**config.mk**
```make
export PLATFORM = sky130hd
export DESIGN_NAME = lsu_byte_lane
export DESIGN_NICKNAME = d
export VERILOG_FILES = /design/src/rtl/lsu_lane_pkg.sv /design/src/rtl/lane_order_fsm.sv /design/src/rtl/lane_map.sv /design/src/rtl/load_align.sv /design/src/rtl/lsu_byte_lane.sv
export SDC_FILE = /design/constraint.sdc
export NUM_CORES = 1
export LEC_CHECK = 0
export ABC_AREA = 1
export BUFFER_PORTS_ARGS = -buffer_cell sky130_fd_sc_hd__buf_2
export CORE_MARGIN = 2
export CORE_UTILIZATION = 45
export DETAILED_ROUTE_END_ITERATION = 10
export PLACE_DENSITY = 0.95
export SLEW_MARGIN = 20
export SYNTH_ARGS = -nofsm -noshare
export SYNTH_HDL_FRONTEND = slang
export SYNTH_SLANG_ARGS = --single-unit
```
**constraint.sdc**
```tcl
create_clock -name clk_i -period 2.33 [get_ports clk_i]
set_input_delay 0.1165 -clock clk_i [delete_from_list [all_inputs] [get_ports clk_i]]
set_output_delay 0.1165 -clock clk_i [all_outputs]
set_load 0.01 [all_outputs]
```
**src/rtl/lsu_lane_pkg.sv**
```systemverilog
package lsu_lane_pkg;

    typedef enum logic [1:0] {
        SZ_BYTE = 2'b00,
        SZ_HALF = 2'b01,
        SZ_WORD = 2'b10,
        SZ_WRSV = 2'b11
    } acc_size_e;

    typedef enum logic {
        ORDER_LITTLE = 1'b0,
        ORDER_BIG    = 1'b1
    } byte_order_e;

endpackage

```
**src/rtl/lane_order_fsm.sv**
```systemverilog
module lane_order_fsm
    import lsu_lane_pkg::*;
(
    input  logic clk_i,
    input  logic rst_ni,
    input  logic ord_wr_i,
    input  logic ord_big_i,
    output logic big_o
);

    byte_order_e state_q, state_d;

    always_ff @(posedge clk_i or negedge rst_ni) begin
        if (!rst_ni) begin
            state_q <= ORDER_LITTLE;
        end else begin
            state_q <= state_d;
        end
    end

    always_comb begin
        state_d = state_q;
        unique case (state_q)
            ORDER_LITTLE: if (ord_wr_i && ord_big_i)  state_d = ORDER_BIG;
            ORDER_BIG:    if (ord_wr_i && !ord_big_i) state_d = ORDER_LITTLE;
            default:      state_d = ORDER_LITTLE;
        endcase
    end

    always_comb begin
        big_o = (state_q == ORDER_BIG);
    end

    // order holds without a write strobe
    a_r11_hold_without_strobe: assert property (@(posedge clk_i) disable iff (!rst_ni)
        !ord_wr_i |=> $stable(big_o));

    // a strobed write lands the requested order
    a_r11_write_takes_request: assert property (@(posedge clk_i) disable iff (!rst_ni)
        ord_wr_i |=> (big_o == $past(ord_big_i)));

endmodule

```
**src/rtl/lane_map.sv**
```systemverilog
module lane_map
    import lsu_lane_pkg::*;
#(
    parameter int unsigned DATA_W = 32,
    parameter int unsigned ADDR_W = 32,
    localparam int unsigned NLANES = DATA_W / 8,
    localparam int unsigned NHALF  = NLANES / 2,
    localparam int unsigned OFS_W  = $clog2(NLANES),
    localparam int unsigned HID_W  = OFS_W - 1
) (
    input  logic              clk_i,
    input  logic              rst_ni,
    input  logic [ADDR_W-1:0] addr_i,
    input  acc_size_e         size_i,
    input  logic              big_i,
    input  logic [DATA_W-1:0] wdata_i,
    output logic [NLANES-1:0] be_o,
    output logic [ADDR_W-1:0] maddr_o,
    output logic [DATA_W-1:0] wdata_o,
    output logic [OFS_W-1:0]  lane_o,
    output logic [HID_W-1:0]  half_o
);

    logic [OFS_W-1:0] ofs;

    assign ofs    = addr_i[OFS_W-1:0];
    assign lane_o = big_i ? OFS_W'(NLANES - 1) - ofs : ofs;
    assign half_o = big_i ? HID_W'(NHALF - 1) - ofs[OFS_W-1:1] : ofs[OFS_W-1:1];

    for (genvar i = 0; i < NLANES; i++) begin : g_lane_en
        localparam int unsigned HI = i / 2;
        always_comb begin
            unique case (size_i)
                SZ_BYTE: be_o[i] = (lane_o == OFS_W'(i));
                SZ_HALF: be_o[i] = (half_o == HID_W'(HI));
                default: be_o[i] = 1'b1;
            endcase
        end
    end

    always_comb begin
        unique case (size_i)
            SZ_BYTE: begin
                maddr_o = addr_i;
                wdata_o = {NLANES{wdata_i[7:0]}};
            end
            SZ_HALF: begin
                maddr_o = {addr_i[ADDR_W-1:1], 1'b0};
                wdata_o = {NHALF{wdata_i[15:0]}};
            end
            default: begin
                maddr_o = {addr_i[ADDR_W-1:OFS_W], {OFS_W{1'b0}}};
                wdata_o = wdata_i;
            end
        endcase
    end

    // one lane for a byte
    a_r1_byte_single_lane: assert property (@(posedge clk_i) disable iff (!rst_ni)
        (size_i == SZ_BYTE) |-> ($countones(be_o) == 1));

    // two lanes for a halfword
    a_r2_half_two_lanes: assert property (@(posedge clk_i) disable iff (!rst_ni)
        (size_i == SZ_HALF) |-> ($countones(be_o) == 2 && be_o[0] == be_o[1]));

    // all lanes for a word
    a_r3_word_all_lanes: assert property (@(posedge clk_i) disable iff (!rst_ni)
        (size_i == SZ_WORD) |-> (&be_o && wdata_o == wdata_i));

    // word address aligned
    a_r5_word_addr_aligned: assert property (@(posedge clk_i) disable iff (!rst_ni)
        (size_i == SZ_WORD) |-> (maddr_o[OFS_W-1:0] == '0));

endmodule

```
**src/rtl/load_align.sv**
```systemverilog
module load_align
    import lsu_lane_pkg::*;
#(
    parameter int unsigned DATA_W = 32,
    localparam int unsigned NLANES = DATA_W / 8,
    localparam int unsigned NHALF  = NLANES / 2,
    localparam int unsigned OFS_W  = $clog2(NLANES),
    localparam int unsigned HID_W  = OFS_W - 1
) (
    input  logic              clk_i,
    input  logic              rst_ni,
    input  logic [DATA_W-1:0] rdata_i,
    input  acc_size_e         size_i,
    input  logic              signed_i,
    input  logic              rot_en_i,
    input  logic              big_i,
    input  logic [OFS_W-1:0]  ofs_i,
    input  logic [OFS_W-1:0]  lane_i,
    input  logic [HID_W-1:0]  half_i,
    output logic [DATA_W-1:0] rdata_o
);

    logic [7:0]          lane_b [NLANES];
    logic [15:0]         half_h [NHALF];
    logic [2*DATA_W-1:0] dbl;
    logic [OFS_W-1:0]    rot_amt;
    logic [DATA_W-1:0]   rot_w;
    logic [7:0]          sel_b;
    logic [15:0]         sel_h;

    for (genvar i = 0; i < NLANES; i++) begin : g_bytes
        assign lane_b[i] = rdata_i[8*i +: 8];
    end

    for (genvar j = 0; j < NHALF; j++) begin : g_halves
        assign half_h[j] = rdata_i[16*j +: 16];
    end

    assign sel_b   = lane_b[lane_i];
    assign sel_h   = half_h[half_i];
    assign dbl     = {rdata_i, rdata_i};
    assign rot_amt = big_i ? (OFS_W'(0) - ofs_i) : ofs_i;
    assign rot_w   = dbl[{rot_amt, 3'b000} +: DATA_W];

    always_comb begin
        unique case (size_i)
            SZ_BYTE: rdata_o = {{(DATA_W-8){signed_i & sel_b[7]}}, sel_b};
            SZ_HALF: rdata_o = {{(DATA_W-16){signed_i & sel_h[15]}}, sel_h};
            default: rdata_o = rot_en_i ? rot_w : rdata_i;
        endcase
    end

    // unsigned byte load has a clear upper part
    a_r6_byte_zero_ext: assert property (@(posedge clk_i) disable iff (!rst_ni)
        (size_i == SZ_BYTE && !signed_i) |-> (rdata_o[DATA_W-1:8] == '0));

    // unsigned halfword load has a clear upper part
    a_r7_half_zero_ext: assert property (@(posedge clk_i) disable iff (!rst_ni)
        (size_i == SZ_HALF && !signed_i) |-> (rdata_o[DATA_W-1:16] == '0));

    // no rotation passes the word through
    a_r10_word_passthru: assert property (@(posedge clk_i) disable iff (!rst_ni)
        (size_i == SZ_WORD && !rot_en_i) |-> (rdata_o == rdata_i));

endmodule

```
**src/rtl/lsu_byte_lane.sv**
```systemverilog
module lsu_byte_lane
    import lsu_lane_pkg::*;
#(
    parameter int unsigned DATA_W = 32,
    parameter int unsigned ADDR_W = 32,
    localparam int unsigned NLANES = DATA_W / 8,
    localparam int unsigned OFS_W  = $clog2(NLANES),
    localparam int unsigned HID_W  = OFS_W - 1
) (
    input  logic              clk_i,
    input  logic              rst_ni,
    input  logic              ord_wr_i,
    input  logic              ord_big_i,
    input  logic              rot_en_i,
    input  logic [ADDR_W-1:0] addr_i,
    input  logic [1:0]        size_i,
    input  logic              signed_i,
    input  logic [DATA_W-1:0] wdata_i,
    input  logic [DATA_W-1:0] rdata_i,
    output logic [NLANES-1:0] be_o,
    output logic [ADDR_W-1:0] maddr_o,
    output logic [DATA_W-1:0] wdata_o,
    output logic [DATA_W-1:0] rdata_o
);

    acc_size_e        sz;
    logic             big;
    logic [OFS_W-1:0] lane;
    logic [HID_W-1:0] half;

    assign sz = acc_size_e'(size_i);

    lane_order_fsm u_order (
        .clk_i     (clk_i),
        .rst_ni    (rst_ni),
        .ord_wr_i  (ord_wr_i),
        .ord_big_i (ord_big_i),
        .big_o     (big)
    );

    lane_map #(.DATA_W(DATA_W), .ADDR_W(ADDR_W)) u_map (
        .clk_i   (clk_i),
        .rst_ni  (rst_ni),
        .addr_i  (addr_i),
        .size_i  (sz),
        .big_i   (big),
        .wdata_i (wdata_i),
        .be_o    (be_o),
        .maddr_o (maddr_o),
        .wdata_o (wdata_o),
        .lane_o  (lane),
        .half_o  (half)
    );

    load_align #(.DATA_W(DATA_W)) u_load (
        .clk_i    (clk_i),
        .rst_ni   (rst_ni),
        .rdata_i  (rdata_i),
        .size_i   (sz),
        .signed_i (signed_i),
        .rot_en_i (rot_en_i),
        .big_i    (big),
        .ofs_i    (addr_i[OFS_W-1:0]),
        .lane_i   (lane),
        .half_i   (half),
        .rdata_o  (rdata_o)
    );

endmodule

```
# After elaboration in Yosys (flattened, before gate mapping)
# Cells that the tools add are included.
# word_totals
regBits	1
latch_bits	0
ramBits	0
romBits	0
inputBits	104
output_inout_bits	100
word_cells	42
memories	0
# op_classes
add_sub_neg	3
multipliers	0
div_mod_pow	0
magnitude_cmp	2
eq_ne	4
shifts	1
mux	20
bitwise_logic	6
n_reduce_logical	5
# op_table
cell	count
$pmux W32 S2	2
$shiftx A64 B6 Y32	1
$mux W16	3
$mux W32	1
$bmux W8 S2	1
$mux W8	2
$pmux W1 S2	5
$eq A2 B1 Y1 const B	2
$eq A2 B2 Y1 const B	2
$logic_not A2 Y1	2
$mux W2	2
$pmux W2 S2	1
$ge A3 B3 Y1 const B	1
$mux W1	3
$not A2 Y3	1
$and A1 B1 Y1	2
$ge A2 B2 Y1 const B	1
$logic_and A1 B1 Y1	2
$not A1 Y1	2
$not A1 Y2	1
$sub A1 B2 Y2 const A	1
$sub A2 B2 Y2 const A	1
$logic_not A1 Y1	1
$sub A1 B1 Y1 const A	1

# Depth between registers and ports, before layout
# Gate-level depths: netlist of run 1.
# logic_depth
word_depth	8
mapped_depth	10
depth_no_buf	10

# Hierarchy
# Synthesis of run 1 repeated with hierarchy kept, for this count alone.
# unflattened
cells_unflattened	682
hier_area_um2	3151.8
# by_module_without_submodules
module	n_inst	cells_per_inst	area_per_inst_um2	seq_area_each_um2
load_align	1	531	2352.3	0.0
lane_map	1	146	759.5	0.0
lane_order_fsm	1	5	40.0	25.0

# Worst setup path after synthesis of run 1
# Ideal clock, no wire load.
# synth_path
kind	register -> output
start	register (tool-made name)
end	output port rdata_o[0]
arrival_ns	1.322
required_time_ns	2.214
path_slack_ns	0.891
path_stages_with_launch	9
path_buffers	1
path_cell_list	dfrtp_1 -> inv_2 -> nand2_1 -> nand3_2 -> clkbuf_1 -> nand3_1 -> nand3_1 -> nand3_1 -> nand2_1
# synth_lines
element	line	source
end: declaration	lsu_byte_lane.sv:23	output logic [DATA_W-1:0] rdata_o

# Worst setup path after layout of run 1
# layout_path
start	input port addr_i[0]
end	output port rdata_o[14]
# layout_via
elab_chain_len	8
word_cells_on_any_way	12
classes_between	add/sub: 2; shift: 1; mux: 7; bitwise: 2
# layout_rtl
element	line	source
start: declaration	lsu_byte_lane.sv:15	input logic [ADDR_W-1:0] addr_i,
branches (longest 7 deep; another with $sub A1 B2 Y2)	--	
$pmux W32 S2 *	load_align.sv:46	unique case (size_i)
# Every way passes the cells marked *. The select of a mux whose other input is x is not followed.

==> impl_results.md, run 1 <==
* Status: completed
* Top cells by area, synth: nand2_1, nand3_1, inv_1, buf_4, o21ai_0
* CP endpoint kind: output port
* Critical path arrival at a little under 2 ns
* Leak pwr at about 0.0023 uW
* Most frequent cells after synthesis: nand2_1, nand3_1, inv_1
* Unrepaired setup endpoints after global routing: no
* CP delay by family, top: simple AND/OR/NAND/NOR gates
* FF+latch area at 25.0 um^2
* Ys flop type: dfrtp_1
* DR iter-0 viols at 580
* Die H at 84.9 um
* Buf/Inv on CP at 3
* Hold Path Depth at 0
* NumNets Final at 848
* Worst-path fanout max at 26
* FILL cells at ~700
* I/O Buffers at 143
* FF-to-FF setup slack at between 1.5 and 2 ns
* Vias in the first global route at 3740
* Async S/R FF share, synth at between 90% and 100%
* Antenna Nets Post-Route at 0
* Least-Margin Pin Slew at around 0.70 ns
* Initial Util at between 40% and 50%
* CP max stage cell: buf_2
* Synthesized area per cell at roughly 4.4 um^2
* Layout Area Growth over Synthesis at 15.4%
* Post-synth cell types at 17
* Fin. max-slew vios at 0
* Count of final hold-check violations at 0
* Synth Area in XOR/XNOR at 0%
* Synth Net Count at 769
* Clock network latency to the later pin of the worst-skew pair at 0 ns
* Setup TNS at 0 ns
* Ant diodes at 0
* Clk_skew at 0 ns
* Synth Area in Simple Gates at between 60% and 70%
* Row count at 29
* CP Depth at 10
* CP Launch Type: input port
* Dpl cell area at roughly 3400 um^2
* Multi-input gate area at about 2100 um^2
* Mapped Area at ~3000 um^2
* GPL Wtd Cong at between 0.9 and 1
* Core ar. at approximately 6300 um^2
* Routed WL at 10800 um
* Vias at roughly 4.4k
* Post-CTS sizing at 0
* Sequential fraction of the synthesis area at less than 1%
* Yosys top cell area share at between 30% and 40%
* P per Cell Area at approximately 260 nW/um^2
* FF+latch count, synth at 1
* Largest stage delay on the critical path at roughly 0.36 ns
* Syn. warnings at 0
* DR WL/cell at approximately 13 um
* Total GRT Usage at roughly 28%
* Die W at approximately 85 um
* DIE AREA at 7210 um^2
* Highest clock rate at ~0.48 GHz
* Largest family of logic cells by synthesized area: simple AND/OR/NAND/NOR gates
* Max-slew headroom at 53.4%
* Synth Area in Adders at 0%
* Setup Fix Bufs, Post-CTS at 0
* Drt pass-1 iters at 6
* Drt via density at 5.32
* Crit-path cells: buf_2 > inv_2 > nand2_2 > nand2_2 > nor2_1 > nand2_1 > nand2_1 > a21oi_1 > nand2_1 > buf_2
* Hpwl dp at roughly 8500 um
* Count leader, synth: nand2_1
* Initial antenna violation count at 0
* MaxCap Viol Count at 0
* Cell count after synthesis at between 600 and 700
* Final Cycle Share at approximately nine tenths
* Post-route design area at 3400 um^2
* Pin count of the biggest net entering global routing at 39
* Depth of the most critical reg-to-reg path at 2
* IO Pins at about 200
* Compound-gate portion of the synthesized area at between 10% and 20%
* First-pass GRT wire length at 17600 um
* VDD IR max at 0.146 mV
* Biggest area consumer among synthesized cells: nand2_1
* Hold WC Path Type: input port to output port
* Setup violators final at 0
* Crit path required time at 2.21 ns
* GRT overflow at 0
* Drt drc at 0
* EDFF count, synth at 0
* WS Path Type: input port to output port
* Fraction of layout cells with a size suffix above 1 at about 22%
* Post-layout min period at roughly 2.1 ns
* Post-synthesis mux area share at 0%
* CP dominant cell by count: nand2_1
-- layout by cell type (no fill, tap or decap) --
master	netlist	final
o211ai_1	13	13
nand3_1	108	108
inv_1	86	86
nor2_1	9	9
dfrtp_1	1	1
buf_4	38	12
nand3_2	1	1
a21oi_1	16	16
nand2_2	4	4
nand2_1	313	313
o21ai_0	30	30
nand3b_1	1	1
nor2_2	1	1
buf_2	16	143
inv_2	3	3
dlygate4sd3_1	0	1
-- logic make-up after synthesis --
group / after synthesis
compound gates: 59
buf+inv: 168
simple gates: 437
flops: 1
-- cell type report --
type,count,area share (%)
tap,77,2.84
inverter,89,9.83
sequential,1,0.737
multi-input combinational,496,62.6
timing repair buffer,156,24.0
-- where the power goes --
part | switching, uW | leakage (uW) | internal [uW]
logic | 548 | 0.00232 | 309
clock network | 0 | 0 | 0
registers | 2.36 | 0.0000121 | 19.3
-- worst paths after layout --
check,startpoint,endpoint
max,addr_i[0],rdata_o[14]
min,addr_i[20],maddr_o[20]
max reg2reg,flop,flop
min reg2reg,flop,flop
max in group asynchronous,rst_ni,asynchronous set/reset pin
min in group asynchronous,rst_ni,asynchronous set/reset pin
-- metal layers --
metal / vias to the layer above / track usage (%) / part of all wire (%)
met5: - / 0 / 0
met4: 0 / 8.37 / 3.6
met3: 54 / 3.79 / 11
met2: 284 / 48.8 / 46
met1: 1848 / 37.3 / 39
li1: 2171 / - / -
-- repair_timing --
action | 4_1_cts | 5_1_grt
endpoints found under the setup margin | 0 | 0
hold buffers | 1 | 0
endpoints found under the hold margin | 1 | 0
-- stage by stage --
step | hold WS [ns] | setup slack, ns | total power (uW) | util (%) | instances
floorplan | -0.179 | 0.891 | 625 | - | 665
global placement | -0.108 | 0.379 | 853 | 53.3 | 818
CTS | 0.233 | 0.291 | 868 | 53.5 | 819
detailed placement | -0.107 | 0.288 | 864 | 53.3 | 818
finish | 0.233 | 0.233 | 879 | 53.5 | 819
global route | 0.233 | 0.0317 | 980 | 53.5 | 819
No activity file was read; power rests on OpenSTA's default activity.
==> inputs of run 2 (changes only) <==
--- a/config.mk
+++ b/config.mk
@@ -11,6 +11,7 @@
 export CORE_UTILIZATION = 45
 export DETAILED_ROUTE_END_ITERATION = 10
 export PLACE_DENSITY = 0.95
+export REMOVE_ABC_BUFFERS = 1
 export SLEW_MARGIN = 20
 export SYNTH_ARGS = -nofsm -noshare
 export SYNTH_HDL_FRONTEND = slang
==> run 2 against run 1 <==
Worst hold slack about the same. Worst setup slack better by 0.19 ns. Design area up 0.81%. Critical path depth up 1. Flip-flop and latch count unchanged. Critical path type is now flop to output port. Largest cell class unchanged. Largest power group unchanged.
==> impl_results.md, run 2 (same netlist as run 1, synthesis figures left out) <==
* VDD IR max at 0.143 mV (was 0.146 mV)
* Commonest non-fill, non-tap cells in the layout: nand2_1, buf_2, nand3_1, inv_1, o21ai_0 (unchanged)
* Unrepaired setup endpoints after global routing: no (unchanged)
* Setup Fix Bufs, Post-CTS at 0 (unchanged)
* Drt drc at 0 (unchanged)
* MaxCap Viol Count at 0 (unchanged)
* Layout Area Growth over Synthesis at 16.3% (was 15.4%)
* Critical path arrival at 1.79 ns (was 1.98 ns)
* Buf/Inv on CP at 3 (unchanged)
* Row count at 29 (unchanged)
* DIE AREA at 7210 um^2 (unchanged)
* Depth of the most critical reg-to-reg path at 2 (unchanged)
* Fin. max-slew vios at 0 (unchanged)
* Pin count of the biggest net entering global routing at 54 (was 39)
* Final Cycle Share at 82.0% (was 90.0%)
* Vias at 4462 (was 4357)
* Fraction of layout cells with a size suffix above 1 at 22.3% (was 22.1%)
* P per Cell Area at 259 nW/um^2 (about the same)
* CP max stage cell: dfrtp_1 (was buf_2)
* Setup violators final at 0 (unchanged)
* Routed WL at 11900 um (was 10800 um)
* Hpwl dp at 8950 um (was 8510 um)
* Highest clock rate at 0.523 GHz (was 0.477 GHz)
* IO Pins at 204 (unchanged)
* NumNets Final at 850 (was 848)
* Core ar. at 6350 um^2 (unchanged)
* Drt pass-1 iters at 6 (unchanged)
* Clock Pin Slew Worst Setup and Hold Paths at 0 ns
* Clk_skew at 0 ns (unchanged)
* Largest stage delay on the critical path at 0.40 ns (was 0.36 ns)
* First-pass GRT wire length at 18600 um (was 17600 um)
* Commonest non-fill, non-tap cell in the layout: nand2_1 (unchanged)
* I/O Buffers at 143 (unchanged)
* GR Util met2 at 48.7% (was 48.8%)
* Initial Util at 46.4% (unchanged)
* Die W at 84.9 um (unchanged)
* Antenna Nets Post-Route at 0 (unchanged)
* CP delay by family, top: simple AND/OR/NAND/NOR gates (unchanged)
* GRT overflow at 0 (unchanged)
* DR WL/cell at 14.5 um (was 13.2 um)
* Finished Core Util at 53.9% (was 53.5%)
* Count of final hold-check violations at 0 (unchanged)
* GR Layer Usage met3 at 13.6% (was 3.79%)
* Post-CTS sizing at 0 (unchanged)
* Busiest grt layer: met2 (unchanged)
* Status: completed (unchanged)
* Worst-path fanout max at 20 (was 26)
* FF-to-FF setup slack at 1.60 ns (was 1.59 ns)
* GPL Wtd Cong at 0.985 (was 0.971)
* DR iter-0 viols at 566 (was 580)
* WS Path Type: flop to output port (was input port to output port)
* CP Depth at 11 (was 10)
* Setup TNS at 0 ns (unchanged)
* Die H at 84.9 um (unchanged)
* Max-slew headroom at 49.1% (was 53.4%)
* Met1 Use GR at 39.8% (was 37.3%)
* Crit-path cells: inv_2 > nand2_1 > nand3_2 > nand2_1 > buf_4 > nand2_1 > nand3_1 > nand2_1 > nand2_1 > nand2_1 > buf_2 (was buf_2 > inv_2 > nand2_2 > nand2_2 > nor2_1 > nand2_1 > nand2_1 > a21oi_1 > nand2_1 > buf_2)
* Hold Path Depth at 0 (unchanged)
* CP dominant cell by count: nand2_1 (unchanged)
* CP endpoint kind: output port (unchanged)
* Clock network latency to the later pin of the worst-skew pair at 0 ns (about the same)
* Vias in the first global route at 3898 (was 3740)
* Leak pwr at 0.00235 uW (was 0.00233 uW)
* Hold WC Path Type: input port to output port (unchanged)
* Post-layout min period at 1.91 ns (was 2.10 ns)
* Total GRT Usage at 31.3% (was 28.5%)
* Initial antenna violation count at 0 (unchanged)
* CP Launch Type: flop (was input port)
* Crit path required time at 2.21 ns (about the same)
* Ant diodes at 0 (unchanged)
* Least-Margin Pin Slew at 0.762 ns (was 0.697 ns)
* Drt via density at 5.43 (was 5.32)
## run 2: report_power, final
| part | total [uW] | internal [uW] | switching [uW] | leakage [uW] |
|---|---|---|---|---|
| sequential | 21.5 | 19.3 | 2.22 | 0.0000121 |
| combinational | 867 | 317 | 550 | 0.00233 |
| clock | 0 | 0 | 0 | 0 |
| total | 888 | 336 | 552 | 0.00235 |
## run 2: final cells by class
type                            instances  area [um^2]
Inverter                               89          334
Sequential cell                         1         25.0
Fill cell                             692         2930
Timing Repair Buffer                  158          843
Multi-Input combinational cell        496         2130
Tap cell                               77         96.3
## run 2: metrics by stage
step           std cells  hold slack [ns]  total power [uW]  cell area (um^2)  setup WS (ns)
2_1_floorplan        586           -0.179               508              2480          0.246
3_3_place_gp         820          -0.0949               859              3410          0.553
3_5_place_dp         820           -0.103               874              3410          0.457
4_1_cts              821            0.233               877              3420          0.458
5_1_grt              821            0.233               993              3420          0.234
6_report             821            0.233               888              3420          0.419
## run 2: layer usage
layer / vias to the layer above / share of wire [%]
li1: 2178 / -
met3: 34 / 16
met1: 1892 / 39
met2: 356 / 43
met4: 2 / 1.7
met5: - / 0.33
## run 2: what timing repair did
| action | CTS | global route |
|---|---|---|
| hold endpoints to repair | 1 | 0 |
| hold buffers | 1 | 0 |
| setup endpoints to repair | 0 | 0 |
## run 2: worst reg2reg max path: cells and delay by family, from the launching register on
| family | cells | cell delay (ns) |
|---|---|---|
| buf+inv | 1 | 0.12 |
| flops | 1 | 0.40 |
| compound gates | 1 | 0.08 |
## run 2: worst paths after layout
kind                             from                    endpoint
min                        addr_i[17]                 maddr_o[17]
max                              flop                 rdata_o[17]
max reg2reg                      flop                        flop
min in group asynchronous      rst_ni  asynchronous set/reset pin
max in group asynchronous      rst_ni  asynchronous set/reset pin
min reg2reg                      flop                        flop
